## config.mk

```make
export PLATFORM = sky130hd
export DESIGN_NAME = msalu
export DESIGN_NICKNAME = d
export VERILOG_FILES = /design/src/rtl/msalu_pkg.sv /design/src/rtl/msalu_fa.sv /design/src/rtl/msalu_arith.sv /design/src/rtl/msalu_logic.sv /design/src/rtl/msalu.sv
export SDC_FILE = /design/constraint.sdc
export NUM_CORES = 1
export LEC_CHECK = 0
export BUFFER_PORTS_ARGS = -buffer_cell sky130_fd_sc_hd__buf_4
export CORE_MARGIN = 5
export CORE_UTILIZATION = 25
export DETAILED_ROUTE_END_ITERATION = 8
export GPL_ROUTABILITY_DRIVEN = 0
export PLACE_DENSITY = 0.5
export REMOVE_ABC_BUFFERS = 1
export SYNTH_ARGS = -nofsm -noshare
export SYNTH_HDL_FRONTEND = slang
export SYNTH_SLANG_ARGS = --single-unit
```

## constraint.sdc

```tcl
create_clock -name vclk -period 5.5
set_clock_uncertainty 0.2 [all_clocks]
set_input_delay 0 -clock vclk [all_inputs]
set_output_delay 0 -clock vclk [all_outputs]
set_load 0.05 [all_outputs]
```

## src/rtl/msalu_pkg.sv

```systemverilog
package msalu_pkg;

   // Second adder input chosen by sel[1:0] in arithmetic family
   typedef enum logic [1:0] {
      YSRC_ZERO = 2'b00,
      YSRC_B    = 2'b01,
      YSRC_BINV = 2'b10,
      YSRC_ONES = 2'b11
   } ysrc_e;

   // Bitwise function chosen by sel[1:0] in logic family
   typedef enum logic [1:0] {
      LFN_OR   = 2'b00,
      LFN_XOR  = 2'b01,
      LFN_AND  = 2'b10,
      LFN_NOTA = 2'b11
   } lfn_e;

   // Implementation variants of the logic slice
   localparam int unsigned LOGIC_IMPL_MUX   = 0;
   localparam int unsigned LOGIC_IMPL_GATED = 1;

   function automatic ysrc_e to_ysrc(input logic [1:0] code);
      return ysrc_e'(code);
   endfunction

   function automatic lfn_e to_lfn(input logic [1:0] code);
      return lfn_e'(code);
   endfunction

endpackage

```

## src/rtl/msalu_fa.sv

```systemverilog
module msalu_fa (
   input  logic x_i,
   input  logic y_i,
   input  logic c_i,
   output logic s_o,
   output logic c_o
);

   logic half_sum;

   always_comb begin
      half_sum = x_i ^ y_i;
      s_o      = half_sum ^ c_i;
      c_o      = (x_i & y_i) | (half_sum & c_i);
   end

endmodule

```

## src/rtl/msalu_arith.sv

```systemverilog
module msalu_arith
   import msalu_pkg::*;
#(
   parameter int unsigned WIDTH = 4
) (
   input  logic [WIDTH-1:0] a_i,
   input  logic [WIDTH-1:0] b_i,
   input  logic [1:0]       ysel_i,
   input  logic             cin_i,
   output logic [WIDTH-1:0] sum_o,
   output logic             cout_o
);

   localparam int unsigned NCARRY = WIDTH + 1;

   ysrc_e            ysrc;
   logic [WIDTH-1:0] y_vec;
   logic [NCARRY-1:0] chain;

   assign ysrc     = to_ysrc(ysel_i);
   assign chain[0] = cin_i;

   for (genvar k = 0; k < WIDTH; k++) begin : g_stage
      logic y_bit;

      always_comb begin
         unique case (ysrc)
            YSRC_ZERO: y_bit = 1'b0;
            YSRC_B:    y_bit = b_i[k];
            YSRC_BINV: y_bit = ~b_i[k];
            YSRC_ONES: y_bit = 1'b1;
            default:   y_bit = 1'b0;
         endcase
      end

      assign y_vec[k] = y_bit;

      msalu_fa u_fa (
         .x_i (a_i[k]),
         .y_i (y_vec[k]),
         .c_i (chain[k]),
         .s_o (sum_o[k]),
         .c_o (chain[k+1])
      );
   end

   assign cout_o = chain[WIDTH];

endmodule

```

## src/rtl/msalu_logic.sv

```systemverilog
module msalu_logic
   import msalu_pkg::*;
#(
   parameter int unsigned WIDTH = 4,
   parameter int unsigned IMPL  = LOGIC_IMPL_MUX
) (
   input  logic [WIDTH-1:0] a_i,
   input  logic [WIDTH-1:0] b_i,
   input  logic [1:0]       fsel_i,
   output logic [WIDTH-1:0] res_o
);

   lfn_e fn;
   assign fn = to_lfn(fsel_i);

   if (IMPL == LOGIC_IMPL_MUX) begin : g_mux
      // per-bit four-way selector of precomputed functions
      for (genvar k = 0; k < WIDTH; k++) begin : g_bit
         logic [3:0] cand;
         assign cand[LFN_OR]   = a_i[k] | b_i[k];
         assign cand[LFN_XOR]  = a_i[k] ^ b_i[k];
         assign cand[LFN_AND]  = a_i[k] & b_i[k];
         assign cand[LFN_NOTA] = ~a_i[k];
         assign res_o[k] = cand[fsel_i];
      end
   end else begin : g_gated
      // decoded enables gate each term onto an OR
      logic en_or, en_xor, en_and, en_not;
      always_comb begin
         en_or  = (fn == LFN_OR);
         en_xor = (fn == LFN_XOR);
         en_and = (fn == LFN_AND);
         en_not = (fn == LFN_NOTA);
      end
      for (genvar k = 0; k < WIDTH; k++) begin : g_bit
         assign res_o[k] = (en_or  & (a_i[k] | b_i[k]))
                         | (en_xor & (a_i[k] ^ b_i[k]))
                         | (en_and & (a_i[k] & b_i[k]))
                         | (en_not & ~a_i[k]);
      end
   end

endmodule

```

## src/rtl/msalu.sv

```systemverilog
module msalu
   import msalu_pkg::*;
#(
   parameter int unsigned WIDTH      = 4,
   parameter int unsigned LOGIC_IMPL = LOGIC_IMPL_MUX
) (
   input  logic [WIDTH-1:0] op_a,
   input  logic [WIDTH-1:0] op_b,
   input  logic [2:0]       sel,
   input  logic             carry_in,
   output logic [WIDTH-1:0] result,
   output logic             carry_out
);

   if (WIDTH < 1) begin : g_bad_width
      $error("msalu: WIDTH must be at least 1");
   end
   if (LOGIC_IMPL > LOGIC_IMPL_GATED) begin : g_bad_impl
      $error("msalu: LOGIC_IMPL must be 0 or 1");
   end

   logic             fam_logic;
   logic [WIDTH-1:0] arith_sum;
   logic             arith_cout;
   logic [WIDTH-1:0] logic_res;

   assign fam_logic = sel[2];

   msalu_arith #(.WIDTH(WIDTH)) u_arith (
      .a_i    (op_a),
      .b_i    (op_b),
      .ysel_i (sel[1:0]),
      .cin_i  (carry_in),
      .sum_o  (arith_sum),
      .cout_o (arith_cout)
   );

   msalu_logic #(.WIDTH(WIDTH), .IMPL(LOGIC_IMPL)) u_logic (
      .a_i    (op_a),
      .b_i    (op_b),
      .fsel_i (sel[1:0]),
      .res_o  (logic_res)
   );

   always_comb begin
      if (fam_logic) begin
         result    = logic_res;
         carry_out = 1'b0;
      end else begin
         result    = arith_sum;
         carry_out = arith_cout;
      end
   end

endmodule

```

Word level (Yosys, flattened, before mapping)
Index checks and enable logic that the tools add are counted.
Widths: inputs -> output; s select.

storage, ports and cells
  output and inout port bits = 5
  logic and storage cells = 59
  flip-flop bits (word level) = 0
  bits of input ports = 12

operators by class
  equality and inequality tests = 3
  bitwise logic cells = 40
  magnitude comparators = 1
  mux-type cells = 14
  reductions and logical operators = 1

operators with widths
  cell                count
  $pmux 1 s4          4
  $and 1x1->1         12
  $xor 1x1->1         12
  $bmux 1 s2          4
  $not 1->1           8
  $or 1x1->1          8
  $mux 1              5
  $eq 2x2->1 const B  2
  $mux 4              1
  $lt 2x3->1 const B  1
  $eq 2x1->1 const B  1
  $logic_not 2->1     1

Depth between registers and ports, before layout
  depth in word-level cells = 12
  mapped depth = 10
  gate-level depth less buffers = 8

Cells and area by module
Synthesis repeated with hierarchy kept, for this count alone.

second synthesis, totals
  cell total of the unflattened synthesis = 37
  area, all modules = 429.2 um2

modules (own cells, without submodules)
  module       times used  area an instance (um2)  cells an instance  seq. area each (um2)
  msalu_logic  1           250.2                   24                 0.0
  msalu_fa     4           20.0                    1                  0.0
  msalu        1           53.8                    5                  0.0
  msalu_arith  1           45.0                    4                  0.0

Least setup slack after synthesis
OpenSTA, ideal clock, no wires.

  kind = input to output
  from = input sel[0]
  to = output result[3]
  stages on the path = 10
  data required time = 5.300 ns
  data arrival time = 2.335 ns
  path buffers = 2
  slack = 2.965 ns
  path through = buf_6 > buf_6 > mux2i_1 > fa_1 > inv_1 > fa_1 > fa_1 > fa_1 > nand2b_1 > o221ai_1

between the ends
  cells in the longest elaborated chain, start to end = 11
  elaborated cells on any way between the ends = 25
  those cells by class = 3 x eq/ne; 7 x mux; 14 x bitwise; 1 x reduce/logical

RTL lines
  what                                      RTL line           RTL
  from (decl)                               msalu.sv:9         input logic [2:0] sel,
  $eq 2x2->1, or another cell as far along  msalu_arith.sv:27  unique case (ysrc)
  $pmux 1 s4                                msalu_arith.sv:27
  $xor 1x1->1                               msalu_fa.sv:12     half_sum = x_i ^ y_i;
  $and 1x1->1                               msalu_fa.sv:14     c_o = (x_i & y_i) | (half_sum & c_i);
  $or 1x1->1                                msalu_fa.sv:14
  $and 1x1->1                               msalu_fa.sv:14
  $or 1x1->1                                msalu_fa.sv:14
  $and 1x1->1                               msalu_fa.sv:14
  $or 1x1->1                                msalu_fa.sv:14
  $xor 1x1->1                               msalu_fa.sv:13     s_o = half_sum ^ c_i;
  $mux 4 *                                  msalu.sv:46        if (fam_logic) begin
  to (decl)                                 msalu.sv:11        output logic [WIDTH-1:0] result,

Every way passes the cells marked *; elsewhere a longest branch is shown, timed or not. The select of a mux whose other input is x is not followed.

Worst setup path in the final report
Ends and elaborated chain as after synthesis.

==> metrics <==
all-layer global routing usage=7.49%; commonest non-fill, non-tap cell in the layout=sky130_fd_sc_hd__buf_4; routed wire length per instance=10.8 um; Routed Antenna Nets=0; worst slew pin tran=220 ps; CORE AREA=1690 um2; number of buffers and inverters on the critical path=3; Clock Buffer Count=0; top-level port count=17; full die area=2690 um2; DR vias=384; site row count=15; setup violation total in the final timing report=0; RSZ-0062 raised after global routing=false; worst min-delay path class=input pin to primary output; Setup TNS=0 ps; number of optimization iterations in the first detailed-route pass=3; die width=51.9 um; timing-limited maximum frequency=418 MHz; final HPWL from detailed placement=786 um; via count of the first global-routing pass=406; port buffer count=17; Starting Density=26.0%; CP most frequent cell=sky130_fd_sc_hd__fa_1; Layout area overhead=28.8%; post-layout power=0.0671 mW; count of routing violations after the opening detailed-route iteration=2; DIE HEIGHT=51.9 um; worst path required time=5300 ps; Post-layout nets=94; vias per std cell=4.52; Worst setup SP type=input pin; commonest cells after routing, fill and taps aside=sky130_fd_sc_hd__buf_4 (17), sky130_fd_sc_hd__inv_1 (11), sky130_fd_sc_hd__ha_1 (8); Netlist Area Pre-Place=439 um2; number of failing hold endpoints at the final stage=0; power density of the placed cells=119 nW/um2; share of post-route cells with drive strength above 1=30.9%; delay of the slowest critical-path stage=490 ps; count of placed standard cells in the final layout, fillers left out=85; Ant. Diodes=0; cells traversed along the worst timing path=buf_4, mux2i_1, fa_1, inv_1, fa_1, fa_1, fa_1, nand2b_1, o221ai_1, buf_4; Critical Path Fanout Max=18; sequential fraction of the synthesis area=0%; mean instance size in the synthesized netlist=8.29 um2; kind of cell adding the most delay to the critical path=adder cells; # Post-CTS Setup Buffers=0; startpoint-to-endpoint class of the critical path=input pin to primary output; hold buffers post-CTS=0; number of placed cells counting well taps=85; DRC=0; sequential cell area=0 um2; result of the run=finished clean; count of fill cells added during filler insertion=184; sequential cell count=0; number of max-cap violations=0; warning count from the yosys run=0; min Tclk post-route=2390 ps; antenna violations before repair=0; Remaining Overflow, GRT=0; maximum VDD drop=0.0000333 V; wire length of the first global-routing pass=1670 um; total count of max-transition violations in the final report=0; CP max-delay cell=sky130_fd_sc_hd__fa_1; WP data arrival=2190 ps; Slew HR=85.2%; Static Leakage=0.302 nW; post-cts repair resize count=0; Unique masters post-synth=17; wirelength, routed=922 um; minimum hold slack=174 ps; Syn Inst Count=53; critical path capture point type=primary output; Final period util=43.5%; maximum number of pins on one net before global-route repair=19
==> routing by layer <==
| layer | GRT usage [%] | up-vias | wire length (um) |
|---|---|---|---|
| met2 | 13.8 | 11 | 419 |
| met3 | 1.15 | 0 | 68 |
| met1 | 9.44 | 165 | 435 |
| met5 | 0 | - | 0 |
| li1 | - | 208 | - |
| met4 | 0.437 | 0 | 0 |
==> worst min-delay path, stage by stage <==
cell,delay (ps)
sky130_fd_sc_hd__buf_4,130
sky130_fd_sc_hd__nor2b_1,60
sky130_fd_sc_hd__buf_4,180
==> power breakdown <==
group	leakage (nW)	total, mW	internal, mW	switching [mW]
clock network	0	0	0	0
registers	0	0	0	0
logic	0.302	0.0671	0.0264	0.0408
==> cell families after synthesis <==
family                   Yosys count  share of synthesized area (%)
AO/OA/AOI/OAI                     10                           16.2
adder cells (fa/ha/maj)           12                           41.0
buffers and inverters             13                           14.5
multiplexers                       6                           14.5
AND/OR/NAND/NOR                   12                           13.7
==> Yosys cell counts <==
cell                       count  area share, %
sky130_fd_sc_hd__inv_1        11            9.4
sky130_fd_sc_hd__ha_1          8             23
sky130_fd_sc_hd__nor2_1        5            4.3
sky130_fd_sc_hd__fa_1          4             18
sky130_fd_sc_hd__a21oi_1       3            3.4
sky130_fd_sc_hd__mux2_2        3            7.7
sky130_fd_sc_hd__mux2i_1       3            6.8
sky130_fd_sc_hd__o221ai_1      3            6.0
sky130_fd_sc_hd__buf_6         2            5.1
sky130_fd_sc_hd__nand2_1       2            1.7
sky130_fd_sc_hd__nand2b_1      2            2.8
sky130_fd_sc_hd__nor2b_1       2            2.8
sky130_fd_sc_hd__a211o_1       1            2.0
sky130_fd_sc_hd__a211oi_1      1            1.7
sky130_fd_sc_hd__a311oi_1      1            2.0
sky130_fd_sc_hd__nand2b_2      1            2.0
sky130_fd_sc_hd__o21ai_0       1            1.1
==> metrics by stage <==
step / setup slack, ps / utilization [%] / instance area, um2
CTS: 3090 / 33.5 / 566
global route: 3000 / 33.5 / 566
finish: 3110 / 33.5 / 566
floorplan: 3170 / - / 417
detailed placement: 3090 / 33.5 / 566
global placement: 3120 / 33.5 / 566
==> worst paths after layout <==
kind	startpoint	endpoint	slack, ps	cells past startpoint
worst max-delay path	sel[0]	result[3]	3110	10
worst min-delay path	sel[2]	carry_out	170	3
==> layout make-up <==
cell class         count  area [um2]  area share (%)
repair buffers        17         128            22.6
multi-input cells     40         375            66.4
well taps             17        21.3            3.76
inverters             11        41.3            7.30
(Power assumes the default switching activity.)
